<file path="src/rtl/prs_pkg.sv">
package prs_pkg;
    typedef enum logic [1:0] {
        PH_IDLE = 2'd0,
        PH_FOT  = 2'd1,
        PH_ROT  = 2'd2,
        PH_KERN = 2'd3
    } phase_e;
endpackage

</file>
<file path="src/rtl/prs_core_div.sv">
module prs_core_div #(
    parameter int DIV = 4
) (
    input  logic clk,
    input  logic rst_n,
    output logic ce
);
    localparam int W = (DIV > 1) ? $clog2(DIV) : 1;
    localparam logic [W-1:0] LAST = W'(DIV - 1);

    typedef struct packed {
        logic [W-1:0] cnt;
        logic         ce;
    } div_t;

    div_t div_d, div_q;

    always_comb begin
        div_d     = div_q;
        div_d.ce  = (div_q.cnt == LAST);
        div_d.cnt = div_d.ce ? '0 : div_q.cnt + 1'b1;
    end

    always_ff @(posedge clk or negedge rst_n) begin
        if (!rst_n) div_q <= '0;
        else        div_q <= div_d;
    end

    assign ce = div_q.ce;
endmodule

</file>
<file path="src/rtl/prs_integ_ctrl.sv">
module prs_integ_ctrl #(
    parameter int CNT_W = 16
) (
    input  logic             clk,
    input  logic             rst_n,
    input  logic             ce,
    input  logic             master_mode,
    input  logic [CNT_W-1:0] int_len,
    input  logic             ext_start,
    input  logic             ext_stop,
    input  logic             ext_abort,
    output logic             integrating,
    output logic             trig
);
    typedef struct packed {
        logic [CNT_W-1:0] cnt;
        logic             integ;
        logic             mode;
    } integ_t;

    integ_t ig_d, ig_q;
    logic [CNT_W-1:0] int_last;
    logic             trig_d;

    always_comb begin
        int_last = (int_len == '0) ? '0 : int_len - 1'b1;
        ig_d     = ig_q;
        trig_d   = 1'b0;
        if (ce) begin
            ig_d.mode = master_mode;
            if (master_mode) begin
                ig_d.integ = 1'b1;
                if (!ig_q.mode) begin
                    ig_d.cnt = '0;
                end else if (ig_q.cnt >= int_last) begin
                    ig_d.cnt = '0;
                    trig_d   = 1'b1;
                end else begin
                    ig_d.cnt = ig_q.cnt + 1'b1;
                end
            end else begin
                ig_d.cnt = '0;
                if (ig_q.mode) begin
                    ig_d.integ = 1'b0;
                end else if (ext_abort) begin
                    ig_d.integ = 1'b0;
                end else if (ext_stop && ig_q.integ) begin
                    ig_d.integ = 1'b0;
                    trig_d     = 1'b1;
                end else if (ext_start) begin
                    ig_d.integ = 1'b1;
                end
            end
        end
    end

    always_ff @(posedge clk or negedge rst_n) begin
        if (!rst_n) ig_q <= '0;
        else        ig_q <= ig_d;
    end

    assign integrating = ig_q.integ;
    assign trig        = trig_d;
endmodule

</file>
<file path="src/rtl/prs_readout_fsm.sv">
module prs_readout_fsm
    import prs_pkg::*;
#(
    parameter int NUM_LINES   = 480,
    parameter int NUM_KERNELS = 160,
    parameter int CNT_W       = 16,
    localparam int KID_W      = (NUM_KERNELS > 1) ? $clog2(NUM_KERNELS) : 1,
    localparam int ROW_W      = (NUM_LINES > 1) ? $clog2(NUM_LINES) : 1
) (
    input  logic             clk,
    input  logic             rst_n,
    input  logic             ce,
    input  logic             trig,
    input  logic [CNT_W-1:0] fot_len,
    input  logic [CNT_W-1:0] rot_len,
    output logic             fot_active,
    output logic             rot_active,
    output logic             frame_valid,
    output logic             line_valid,
    output logic [KID_W-1:0] kernel_idx,
    output logic [ROW_W-1:0] row_idx
);
    localparam logic [CNT_W-1:0] KERN_LAST = CNT_W'(NUM_KERNELS - 1);
    localparam logic [ROW_W-1:0] ROW_LAST  = ROW_W'(NUM_LINES - 1);

    typedef struct packed {
        phase_e           ph;
        logic [CNT_W-1:0] cnt;
        logic [ROW_W-1:0] row;
        logic             pend;
    } seq_t;

    seq_t sq_d, sq_q;
    logic [CNT_W-1:0] fot_last, rot_last;

    always_comb begin
        fot_last = (fot_len == '0) ? '0 : fot_len - 1'b1;
        rot_last = (rot_len == '0) ? '0 : rot_len - 1'b1;
        sq_d     = sq_q;
        if (ce) begin
            case (sq_q.ph)
                PH_IDLE: begin
                    if (trig) begin
                        sq_d.ph   = PH_FOT;
                        sq_d.cnt  = '0;
                        sq_d.row  = '0;
                        sq_d.pend = 1'b0;
                    end
                end
                PH_FOT: begin
                    if (trig) sq_d.pend = 1'b1;
                    if (sq_q.cnt >= fot_last) begin
                        sq_d.ph  = PH_ROT;
                        sq_d.cnt = '0;
                    end else begin
                        sq_d.cnt = sq_q.cnt + 1'b1;
                    end
                end
                PH_ROT: begin
                    if (trig) sq_d.pend = 1'b1;
                    if (sq_q.cnt >= rot_last) begin
                        sq_d.ph  = PH_KERN;
                        sq_d.cnt = '0;
                    end else begin
                        sq_d.cnt = sq_q.cnt + 1'b1;
                    end
                end
                PH_KERN: begin
                    if (trig) sq_d.pend = 1'b1;
                    if (sq_q.cnt == KERN_LAST) begin
                        sq_d.cnt = '0;
                        if (sq_q.row == ROW_LAST) begin
                            sq_d.row = '0;
                            if (sq_q.pend || trig) begin
                                sq_d.ph   = PH_FOT;
                                sq_d.pend = 1'b0;
                            end else begin
                                sq_d.ph = PH_IDLE;
                            end
                        end else begin
                            sq_d.row = sq_q.row + 1'b1;
                            sq_d.ph  = PH_ROT;
                        end
                    end else begin
                        sq_d.cnt = sq_q.cnt + 1'b1;
                    end
                end
                default: sq_d.ph = PH_IDLE;
            endcase
        end
    end

    always_ff @(posedge clk or negedge rst_n) begin
        if (!rst_n) sq_q <= '{ph: PH_IDLE, cnt: '0, row: '0, pend: 1'b0};
        else        sq_q <= sq_d;
    end

    assign fot_active  = (sq_q.ph == PH_FOT);
    assign rot_active  = (sq_q.ph == PH_ROT);
    assign line_valid  = (sq_q.ph == PH_KERN);
    assign frame_valid = rot_active || line_valid;
    assign kernel_idx  = line_valid ? sq_q.cnt[KID_W-1:0] : '0;
    assign row_idx     = sq_q.row;
endmodule

</file>
<file path="src/rtl/prs_readout_seq.sv">
module prs_readout_seq #(
    parameter int NUM_LINES   = 480,
    parameter int NUM_KERNELS = 160,
    parameter int CNT_W       = 16,
    parameter int CLK_DIV     = 4,
    localparam int KID_W      = (NUM_KERNELS > 1) ? $clog2(NUM_KERNELS) : 1,
    localparam int ROW_W      = (NUM_LINES > 1) ? $clog2(NUM_LINES) : 1
) (
    input  logic             clk,
    input  logic             rst_n,
    input  logic             master_mode,
    input  logic [CNT_W-1:0] fot_len,
    input  logic [CNT_W-1:0] rot_len,
    input  logic [CNT_W-1:0] int_len,
    input  logic             ext_start,
    input  logic             ext_stop,
    input  logic             ext_abort,
    output logic             core_ce,
    output logic             integrating,
    output logic             fot_active,
    output logic             rot_active,
    output logic             frame_valid,
    output logic             line_valid,
    output logic [KID_W-1:0] kernel_idx,
    output logic [ROW_W-1:0] row_idx
);
    logic trig;

    prs_core_div #(.DIV(CLK_DIV)) i_div (
        .clk   (clk),
        .rst_n (rst_n),
        .ce    (core_ce)
    );

    prs_integ_ctrl #(.CNT_W(CNT_W)) i_integ (
        .clk         (clk),
        .rst_n       (rst_n),
        .ce          (core_ce),
        .master_mode (master_mode),
        .int_len     (int_len),
        .ext_start   (ext_start),
        .ext_stop    (ext_stop),
        .ext_abort   (ext_abort),
        .integrating (integrating),
        .trig        (trig)
    );

    prs_readout_fsm #(
        .NUM_LINES   (NUM_LINES),
        .NUM_KERNELS (NUM_KERNELS),
        .CNT_W       (CNT_W)
    ) i_fsm (
        .clk         (clk),
        .rst_n       (rst_n),
        .ce          (core_ce),
        .trig        (trig),
        .fot_len     (fot_len),
        .rot_len     (rot_len),
        .fot_active  (fot_active),
        .rot_active  (rot_active),
        .frame_valid (frame_valid),
        .line_valid  (line_valid),
        .kernel_idx  (kernel_idx),
        .row_idx     (row_idx)
    );
endmodule

</file>
<file path="config.mk">
export PLATFORM = sky130hd
export DESIGN_NAME = prs_readout_seq
export DESIGN_NICKNAME = d
export VERILOG_FILES = /design/src/rtl/prs_pkg.sv /design/src/rtl/prs_core_div.sv /design/src/rtl/prs_integ_ctrl.sv /design/src/rtl/prs_readout_fsm.sv /design/src/rtl/prs_readout_seq.sv
export SDC_FILE = /design/constraint.sdc
export NUM_CORES = 1
export LEC_CHECK = 0
export CELL_PAD_IN_SITES_DETAIL_PLACEMENT = 1
export CELL_PAD_IN_SITES_GLOBAL_PLACEMENT = 2
export CORE_AREA = 5 5 146 148
export DETAILED_ROUTE_END_ITERATION = 10
export DIE_AREA = 0 0 151 153
export DONT_BUFFER_PORTS = 1
export PLACE_DENSITY = 0.66
export RECOVER_POWER = 25
export SETUP_SLACK_MARGIN = 0.5
export SLEW_MARGIN = 0
export SYNTH_ARGS = -nofsm -noshare
export SYNTH_HDL_FRONTEND = slang
export SYNTH_SLANG_ARGS = --single-unit
</file>
<file path="constraint.sdc">
create_clock -name clk -period 3.8 [get_ports clk]
set_input_delay 0.76 -clock clk [delete_from_list [all_inputs] [get_ports clk]]
set_output_delay 0.76 -clock clk [all_outputs]
set_load 0.05 [all_outputs]
</file>
==> impl_metrics.tcl <==
set metrics [dict create \
    drive_above_1_share_pct 21.5 \
    grt_max_degree 50 \
    cts_hold_buf 0 \
    tritoncts "built" \
    fp-row-count 52 \
    path_class "input pin to flip-flop" \
    io_pins 77 \
    worst-endpoint-arrival_ps 4210 \
    synth_top_area_cell "dfrtp_1" \
    combPwrFrac_pct 41.2 \
    p_sw_share_pct 37.9 \
    cts-root-buf "clkbuf_16" \
    netlist.area_leader.share_pct 25.0 \
    gp_congestion 0.769 \
    core-area_mm2 0.0199 \
    syn_inst 609 \
    peakVddDrop_v 0.000200 \
    final_nets 770 \
    postRouteAntennaNets 0 \
    area_delta_synth_final_pct 28.6 \
    final_common_cell "nand2_1" \
    p_clk_share_pct 25.7 \
    drc 0 \
    antennaDiodeCount 0 \
    synth_area_per_cell_um2 8.04 \
    path_cells "or4_4 > or4_4 > buf_12 > nand2_4 > ha_4 > nand4_1 > or4_4 > o32a_4 > a21oi_4 > o21ai_4 > buf_12 > o41ai_4 > o41ai_2" \
    synth_seq_cells 49 \
    grt_overflow_total 0 \
    rsz0062_at_grt "true" \
    cp_max_fo 7 \
    viasPerCell 5.10 \
    syn_area_mm2 0.00490 \
    fin_crit_ps 4050 \
    synth_edf_count 0 \
    hold-worst-slack_ps 159 \
    synthArstFlopShare_pct 100 \
    relSlewSlack_pct 55.7 \
    hold_violations 0 \
    violations "setup timing" \
    grt_pass1_wl_um 25100 \
    slowest_delay_ps 580 \
    power.leakage_nw 2.75 \
    hpwl_um 11900 \
    ys.flop_type "dfrtp_1" \
    drt-initial-drc-count 169 \
    antenna_found_initial 0 \
    drv_slew 0 \
    crit_path_frequent_cell "or4_4" \
    status "complete, but fails checks" \
    maxCapViolations 0 \
    yosys-top-cells-area "dfrtp_1 (25%), ha_1 (16%), nand2_1 (7.4%), xor2_1 (3.9%), o21ai_0 (3.8%)" \
    internal_power_mw 1.11 \
    setup_ws_ps -247 \
    critPathLaunchType "input pin" \
    yosys_warnings 0 \
    setup_viol 41 \
    seqPwrFrac_pct 33.2 \
    fin_crit_sh_pct 106 \
    hold_class "input pin to asynchronous set/reset pin" \
    crit_required_ps 3970 \
    syn-num-nets 724 \
    grt_pass1_vias 5089 \
    ys_types 58 \
    cts_made_buffers 5 \
    ys_seq_area_share_pct 25.0 \
    path_clk_slew_ps 70 \
    clock.fmax_ghz 0.247 \
    finClkSkew_ps 7.09 \
    tightest_slew_ps 664 \
    mostFrequentLayoutCells "nand2_1 (91), ha_1 (58), dfrtp_1 (49), buf_4 (47), nor2_1 (31)" \
    power_mw 1.79 \
    dp_slack_ps -640 \
    power_density_mw_per_mm2 284 \
    cp_top_family "simple AND/OR/NAND/NOR gates" \
    firstDrtPassIters 4 \
    finalWirelength_um 15700 \
    portBuffers 0 \
    dieArea_mm2 0.0231 \
    htreeDepth 2 \
    die_h_um 153 \
    critPathSlowestCell "or4_4" \
    clkLatencyLatePin_ps 290 \
    cts_buffer_depth 2 \
    critPathBufInv 2 \
    vias 4724 \
    wire_per_inst_um 16.9 \
    start_util_pct 24.6 \
    gr-usage-all-layers_pct 13.0 \
    end_kind "flip-flop" \
    die-width_um 151 \
    switchingPower_uw 680 \
    cts.sinks 49 \
]
final timing paths:
path	cells past startpoint	from	endpoint	slack, ps
max	13	int_len[10]	i_fsm.sq_q[27]$_DFFE_PN0P_	-250
max in group asynchronous	0	rst_n	i_fsm.row_idx[3]$_DFFE_PN0P_	3520
min	0	rst_n	i_fsm.sq_q[13]$_DFFE_PN0P_	160
max reg2reg	9	i_integ.ig_q[11]$_DFFE_PN0P_	i_fsm.sq_q[27]$_DFFE_PN0P_	880
min reg2reg	1	i_div.div_q[1]$_DFF_PN0_	i_div.div_q[1]$_DFF_PN0_	430
min in group clk	1	i_div.div_q[1]$_DFF_PN0_	i_div.div_q[1]$_DFF_PN0_	430
flip-flops by register name, summed over array words and instances (netlist names):
name and cells:
i_div.ce 1, i_div.div_q 2, i_fsm.row_idx 9, i_fsm.sq_q 19, i_integ.ig_q 17, i_integ.integrating 1
layout make-up:
cell class	instances	area, um^2
tap	270	338
clock buffer	6	129
timing repair buffer	64	656
sequential	49	1230
clock inverter	2	15.0
inverter	20	75.1
fill	2383	13600
multi-input combinational	515	3860
metrics by stage:
| stage | utilization [%] | area [um^2] | cells | setup TNS, ps |
|---|---|---|---|---|
| after CTS | 30.4 | 6060 | 920 | -1990 |
| final | 31.6 | 6300 | 926 | -5070 |
| after floorplan | - | 4990 | 609 | -12040 |
| after global placement | 27.8 | 5540 | 901 | -15560 |
| after global routing | 31.6 | 6300 | 926 | -10110 |
| after detailed placement | 27.8 | 5540 | 901 | -20580 |
Yosys cell counts (all sizes together), types with 4 or more instances:
master	n
nand2	97
ha	61
dfrtp	49
o21ai	41
nor2	34
nand3	23
nor3	23
xor2	22
a21oi	20
inv	20
nand4	18
clkbuf	14
nand2b	13
a31oi	12
and2	12
and3	12
buf	11
xnor2	11
nor4	10
o31ai	10
or3	9
o211ai	8
o21a	6
o41ai	6
or2	6
a211oi	5
mux2i	5
nor2b	5
o311ai	5
or4	5
a21o	4
power groups by stage:
stage / logic [mW] / clock network [mW] / registers (mW)
after CTS: 0.694 / 0.470 / 0.594
final: 0.738 / 0.460 / 0.594
after global placement: 0.617 / 0 / 0.600
after detailed placement: 0.636 / 0 / 0.604
after global routing: 0.812 / 0.492 / 0.601
after floorplan: 0.401 / 0 / 0.588
cells by family (layout without fill, tap and decap cells):
| family | count (synthesis) | after routing | share of synthesized area [%] |
|---|---|---|---|
| xor+xnor | 33 | 33 | 5.90 |
| mux | 7 | 7 | 1.48 |
| simple gates | 280 | 280 | 28.6 |
| flops | 49 | 49 | 25.0 |
| fa+ha+maj | 61 | 61 | 15.6 |
| buf+inv | 45 | 92 | 4.34 |
| compound gates | 134 | 134 | 19.1 |
timing repair:
item,4_1_cts,5_1_grt
resized for setup,64,24
buffers inserted,8,3
pin swaps,14,6
setup endpoints to repair,44,44
gates cloned,3,3
routing by layer:
layer  up-vias  part of all wire, %  track usage [%]
met5         -                    0                0
met2        69                   52             23.9
li1       2329                    -                -
met3         6                  4.1             2.64
met4         0                 0.34             1.42
met1      2320                   43             16.1
(Power assumes the default switching activity.)
